**src/rtl/dap_pkg.sv**
```systemverilog
package dap_pkg;
  localparam int OP_W    = 4;
  localparam int ZONE_W  = 2;
  localparam int CAUSE_W = 3;

  localparam logic [ZONE_W-1:0] ZONE_DENY = 2'b00;
  localparam logic [ZONE_W-1:0] ZONE_SUPW = 2'b10;
  localparam logic [ZONE_W-1:0] ZONE_FULL = 2'b11;

  typedef enum logic [OP_W-1:0] {
    OP_LOAD     = 4'd0,
    OP_STORE    = 4'd1,
    OP_DTOUCH   = 4'd2,
    OP_DTOUCHST = 4'd3,
    OP_DZERO    = 4'd4,
    OP_DSTBLK   = 4'd5,
    OP_DFLUSH   = 4'd6,
    OP_DINV     = 4'd7,
    OP_DCINV    = 4'd8,
    OP_IINV     = 4'd9,
    OP_ITOUCH   = 4'd10,
    OP_ICINV    = 4'd11
  } op_e;

  typedef enum logic [CAUSE_W-1:0] {
    CAUSE_NONE    = 3'd0,
    CAUSE_ZONE_LD = 3'd1,
    CAUSE_ZONE_ST = 3'd2,
    CAUSE_WPROT   = 3'd3,
    CAUSE_UATTR   = 3'd4
  } cause_e;

  // Protection class of one operation code
  typedef struct packed {
    logic zone_ld;   // zone-faults as a load in user mode
    logic zone_st;   // zone-faults as a store in user mode
    logic user_wr;   // write-checked in user mode
    logic sup_wr;    // write-checked in supervisor mode
    logic attr_st;   // subject to the user-attribute store fault
    logic touch;     // touch hint
    logic priv;      // privileged operation
  } op_traits_t;

  typedef struct packed {
    logic                fault;
    logic [CAUSE_W-1:0]  cause;
    logic                nop;
    logic                priv;
  } verdict_t;
endpackage

```
**src/rtl/dap_rule_eval.sv**
```systemverilog
module dap_rule_eval
  import dap_pkg::*;
(
  input  op_traits_t        traits,
  input  logic              supervisor,
  input  logic              xlate,
  input  logic              wr_en,
  input  logic              uattr,
  input  logic              uattr_xe,
  input  logic [ZONE_W-1:0] zone,
  output verdict_t          verdict
);
  logic user_priv, zone_hit, wp_user, wp_sup, wp_hit, attr_hit, touch_nop;

  always_comb begin
    user_priv = !supervisor && traits.priv;
    zone_hit  = !supervisor && xlate && (zone == ZONE_DENY) &&
                (traits.zone_ld || traits.zone_st);
    wp_user   = !supervisor && traits.user_wr && (zone != ZONE_FULL);
    wp_sup    = supervisor && traits.sup_wr &&
                (zone != ZONE_FULL) && (zone != ZONE_SUPW);
    wp_hit    = xlate && !wr_en && (wp_user || wp_sup);
    attr_hit  = traits.attr_st && uattr && uattr_xe;
    touch_nop = !supervisor && xlate && (zone == ZONE_DENY) && traits.touch;

    verdict       = '0;
    verdict.priv  = user_priv;
    verdict.nop   = touch_nop;
    if (!user_priv) begin
      if (zone_hit) begin
        verdict.fault = 1'b1;
        verdict.cause = traits.zone_st ? CAUSE_ZONE_ST : CAUSE_ZONE_LD;
      end else if (wp_hit) begin
        verdict.fault = 1'b1;
        verdict.cause = CAUSE_WPROT;
      end else if (attr_hit) begin
        verdict.fault = 1'b1;
        verdict.cause = CAUSE_UATTR;
      end
    end
  end
endmodule

```
**config.mk**
```make
export PLATFORM = sky130hd
export DESIGN_NAME = dap_rule_eval
export DESIGN_NICKNAME = d
export VERILOG_FILES = /design/src/rtl/dap_pkg.sv /design/src/rtl/dap_rule_eval.sv
export SDC_FILE = /design/constraint.sdc
export NUM_CORES = 1
export LEC_CHECK = 0
export BUFFER_PORTS_ARGS = -buffer_cell sky130_fd_sc_hd__buf_2
export CAP_MARGIN = 20
export CORE_AREA = 2 2 39 41
export DETAILED_ROUTE_END_ITERATION = 8
export DIE_AREA = 0 0 41 43
export SETUP_SLACK_MARGIN = 0.4
export SYNTH_ARGS = -nofsm -noshare
export SYNTH_HDL_FRONTEND = slang
export SYNTH_SLANG_ARGS = --single-unit
export TNS_END_PERCENT = 5
```
**constraint.sdc**
```tcl
create_clock -name vclk -period 1
set_input_delay 0.1 -clock vclk [all_inputs]
set_output_delay 0.1 -clock vclk [all_outputs]
set_load 0.02 [all_outputs]
```
* Word level (Yosys, flattened, before mapping) *
Index checks and enable logic that the tools add are counted.

storage, ports and cells
  word-level logic and storage cells = 26
  register bits = 0
  input port bits = 14
  output and inout port bits = 6

cells by class
  muxes and demuxes = 5
  eq/ne operators = 2
  reductions and logical operators = 19

operator list
  cell                number
  $mux 4              4
  $logic_and 1x1->1   14
  $ne 2x2->1 const B  2
  $logic_not 1->1     2
  $logic_not 2->1     1
  $logic_or 1x1->1    2
  $mux 2              1

* Longest topological paths before layout *
Gate-level depths: netlist (run 1).

  word-level depth = 8
  gate-level depth with buffers = 3
  depth with buffers taken out = 3

* Worst setup path before layout (run 1) *
OpenSTA, ideal clock, no wires.

  path type = input-to-output
  start = in supervisor
  end = out verdict[5] (netlist name)
  arrival = 1.006 ns
  path buffers = 0
  cell stages on the path = 3
  data required time = 0.900 ns
  slack = -0.106 ns
  cell sequence = nor4b_4 -> o21ai_1 -> a31oi_1

RTL lines
  what                RTL line             source
  start: declaration  dap_rule_eval.sv:5   input logic supervisor,
  end: declaration    dap_rule_eval.sv:11  output verdict_t verdict

==> summary.md, run 1 <==
| Metric | Value |
|---|---|
| Status | `complete, but fails checks` |
| Violated checks | `negative setup slack` |
| DR vias | `236` |
| Required @ worst endpoint | `0.90 ns` |
| Setup WS pre-CTS | `-0.261 ns` |
| Max-slew violations | `0` |
| Leak pwr | `0.184 nW` |
| GPL Wtd Cong | `0.614` |
| Synthesized Nets | `33` |
| Setup TNS | `-0.778 ns` |
| Starting DRT DRC Count | `2` |
| Initial antenna violation count | `0` |
| Design area | `383 µm²` |
| Crit end category | `output port` |
| Drt wl/cell | `9.54 µm` |
| Final nets | `57` |
| Worst Slack Setup Final | `-0.182 ns` |
| Final wirelength | `544 µm` |
| Vias per cell | `4.14` |
| Ant diodes | `0` |
| Synth Warn # | `0` |
| Total power | `138 µW` |
| Type of the worst min-delay path | `in2out` |
| Die H | `43 µm` |
| Routed Antenna Nets | `0` |
| First-pass GRT wire length | `779 µm` |
| Biggest area consumer among synthesized cells | `nor4b_4` |
| CP max stage delay | `0.30 ns` |
| DIE AREA | `1760 µm²` |
| Starting Density | `0.120` |
| Drt pass-1 iters | `3` |
| Setup Viol. Count Final | `5` |
| Mean post-synth cell area | `8.76 µm²` |
| Seq cells | `0` |
| Crit-path max FO | `4` |
| Post-Syn Area | `166 µm²` |
| Largest net degree at the start of global routing | `6` |
| Die X | `41 µm` |
| Worst slew pin tran | `0.237 ns` |
| Port bufs | `20` |
| Crit path kind | `in2out` |
| Top cells by area, synth | `nor4b_4 (14%), a221oi_2 (9.0%), buf_4 (9.0%)` |
| Cells along the critical path | `buf_8, nor4b_4, buf_4, o21ai_2, and3_1, buf_2` |
| Row count | `14` |
| Fill count | `157` |
| Placed Cells | `56` |
| Tcrit/Tclk final | `1.18` |
| Placed wire-length estimate | `437 µm` |
| Maximum clock rate | `846 MHz` |
| CTS Hold Bufs | `0` |
| Cells after synthesis | `19` |
| Share of post-route cells with drive strength above 1 | `0.878` |
| Area of the multi-input gates | `183 µm²` |
| Min Tclk post-route | `1.18 ns` |
| Seq. cell area | `0 µm²` |
| Slowest stage cell on the critical path | `nor4b_4` |
| Layout Utilization | `0.277` |
| PwrDens | `360 nW/µm²` |
| Slew headroom | `0.841` |
| Yosys cell types | `17` |
| DRC viols | `0` |
| Synth-to-layout area growth | `130%` |
| RSZ-0062 raised after global routing | `true` |
| Crit path launch type | `input pin` |
| VDD IR max | `0.0765 mV` |
| WHS | `0.504 ns` |
| Area post-placement | `300 µm²` |
| Maxcap violations | `0` |
| Synth cell count leaders | `buf_4 (2), nand2_1 (2)` |
| Register area share after synthesis | `0` |
| Post-route non-filler standard cell count | `57` |
| Core area | `1380 µm²` |
| WP data arrival | `1.08 ns` |
| Clock buf count | `0` |
| Overall Global Routing Usage | `0.0589` |
| I/O pin total | `20` |
| Overflow after GRT | `0` |
| Top-area cell type share of the netlist area | `0.143` |
| Vias in the first global route | `224` |
| Hold Vio Cnt, Final | `0` |
-- worst paths after layout --
path | startpoint | end | slack, ns | cells after the start
worst max-delay path | zone[1] | verdict[4] | -0.18 | 6
worst min-delay path | traits[1] | verdict[1] | 0.50 | 3
-- report_power, final --
group          total (mW)  switching [mW]  internal (mW)
combinational       0.138          0.0586         0.0793
clock                   0               0              0
sequential              0               0              0
-- routing by layer --
layer / up-vias / routed length (µm) / global-route usage
li1: 118 / - / -
met1: 107 / 171 / 0.0538
met2: 11 / 294 / 0.122
met3: 0 / 78 / 0.0157
met4: 0 / 0 / 0
met5: - / 0 / 0
-- cells in the final DEF, fill, tap and decap left out --
cell type / Yosys / routed
o21ai_1: 1 / 1
a31oi_2: 0 / 1
o21ai_2: 0 / 1
and3_1: 1 / 1
a21oi_2: 0 / 1
nor2_1: 1 / 1
nand2_1: 2 / 1
a221oi_2: 1 / 1
or4b_4: 0 / 1
nand3_1: 1 / 1
nor4b_4: 1 / 1
nand2_2: 0 / 1
buf_6: 0 / 2
a211oi_2: 1 / 1
and2_4: 0 / 1
nand4b_4: 0 / 1
buf_8: 0 / 3
buf_2: 0 / 12
mux2_4: 1 / 1
buf_4: 2 / 7
and2b_4: 1 / 1
-- critical path: cells and delay by family --
kind	cells	cell delay, ns
AO/OA/AOI/OAI	1	0.07
buffers and inverters	3	0.44
AND/OR/NAND/NOR	2	0.47
-- final cells by class --
cell class / instances / share of cell area
multi-input combinational: 17 / 0.477
timing repair buffer: 24 / 0.471
tap: 16 / 0.0523
-- logic make-up after synthesis --
| kind of cell | after synthesis | share of synthesized area |
|---|---|---|
| AOI/OAI and AO/OA | 6 | 0.293 |
| buffers and inverters | 2 | 0.0902 |
| muxes | 1 | 0.0902 |
| and+or+nand+nor | 10 | 0.526 |
-- what timing repair did --
item,in CTS,in global routing
pin swaps,7,4
resized for setup,19,4
buffers inserted,1,0
setup endpoints to repair,6,6
Power figures use the tool's default switching activity.
==> run 2: changes to the inputs <==
Settings changed: TNS_END_PERCENT 5 to default.
==> summary.md, run 2 (same netlist as run 1, synthesis figures left out) <==
| Metric | Value |
|---|---|
| Status | `complete, but fails checks` |
| Violated checks | `negative setup slack` |
| Routed Antenna Nets | `0` |
| Type of the worst min-delay path | `in2out` |
| Setup Viol. Count Final | `5` |
| PwrDens | `358 nW/µm²` |
| Overall Global Routing Usage | `0.0569` |
| RSZ-0062 raised after global routing | `true` |
| Required @ worst endpoint | `0.90 ns` |
| Fill count | `152` |
| Crit path kind | `in2out` |
| Worst Slack Setup Final | `-0.172 ns` |
| Starting DRT DRC Count | `0` |
| Vias in the first global route | `200` |
| Crit end category | `output port` |
| Slew headroom | `0.856` |
| Slowest stage cell on the critical path | `nor4b_4` |
| Most frequent cells in the layout | `buf_2 (11), buf_4 (6), buf_8 (3), buf_6 (3)` |
| Die H | `43 µm` |
| DRC viols | `0` |
| Layout Utilization | `0.279` |
| Max-slew violations | `0` |
| Cells along the critical path | `buf_8, nor4b_4, buf_4, nand2_2, a221oi_2, buf_4` |
| Setup TNS | `-0.617 ns` |
| Worst slew pin tran | `0.214 ns` |
| Tcrit/Tclk final | `1.17` |
| Maxcap violations | `0` |
| Crit-path max FO | `5` |
| Core area | `1380 µm²` |
| Clock buf count | `0` |
| VDD IR max | `0.0831 mV` |
| Hold Path Cell Cnt | `3` |
| CP most frequent cell | `buf_4` |
| Min Tclk post-route | `1.17 ns` |
| CTS Hold Bufs | `0` |
| CP max stage delay | `0.25 ns` |
| DIE AREA | `1760 µm²` |
| Synth-to-layout area growth | `132%` |
| GPL Wtd Cong | `0.528` |
| Maximum clock rate | `854 MHz` |
| DR vias | `215` |
| Seq cells | `0` |
| Drt pass-1 iters | `1` |
| Overflow after GRT | `0` |
| Share of post-route cells with drive strength above 1 | `0.900` |
| Initial antenna violation count | `0` |
| Crit path launch type | `input pin` |
| Vias per cell | `3.84` |
| Placed wire-length estimate | `443 µm` |
| WP data arrival | `1.07 ns` |
| Die X | `41 µm` |
| Starting Density | `0.120` |
| Row count | `14` |
| Final wirelength | `503 µm` |
| I/O pin total | `20` |
| Port bufs | `20` |
| Final nets | `56` |
| Commonest non-fill, non-tap cell in the layout | `buf_2` |
| Leak pwr | `0.179 nW` |
| Hold Vio Cnt, Final | `0` |
| Largest net degree at the start of global routing | `6` |
| Seq. cell area | `0 µm²` |
| First-pass GRT wire length | `745 µm` |
| Drt wl/cell | `8.98 µm` |
| Ant diodes | `0` |
## run 2: layer usage
layer	up-vias	part of all wire	GRT usage	wire (µm)
met5	-	0	0	0
met3	0	0.11	0.0105	54
met1	88	0.40	0.0665	200
li1	116	-	-	-
met2	11	0.49	0.106	247
met4	0	0	0	0
## run 2: final timing paths
check / start / endpoint / slack [ns]
max: zone[1] / verdict[2] / -0.17
min: traits[1] / verdict[1] / 0.51
## run 2: area by class of cell
| class | instances | area, µm² | share of cell area |
|---|---|---|---|
| multi-input combinational | 17 | 188 | 0.485 |
| tap | 16 | 20.0 | 0.0518 |
| timing repair buffer | 23 | 179 | 0.463 |
## run 2: what timing repair did
action / 4_1_cts / 5_1_grt
pin swaps: 4 / 4
endpoints found under the setup margin: 6 / 6
setup buffers: 1 / 0
endpoints found under the hold margin: 0 / 0
resized for setup: 23 / 2
## run 2: per-stage QoR
stage	setup WS, ns	hold WS [ns]	instances	power [mW]	cell area [µm²]
2_1_floorplan	-0.0878	0.283	19	0.0556	178
3_3_place_gp	-0.260	0.524	55	0.104	298
3_5_place_dp	-0.271	0.526	55	0.106	298
4_1_cts	-0.168	0.508	56	0.138	380
5_1_grt	-0.243	0.532	56	0.148	387
6_report	-0.172	0.507	56	0.139	387
## run 2: critical path: cells and delay by family
kind | cells | cell delay [ns]
AO/OA/AOI/OAI | 1 | 0.22
buffers and inverters | 3 | 0.45
AND/OR/NAND/NOR | 2 | 0.30
## run 2: power by group
| group | internal, mW | switching [mW] |
|---|---|---|
| clock | 0 | 0 |
| sequential | 0 | 0 |
| combinational | 0.0799 | 0.0586 |
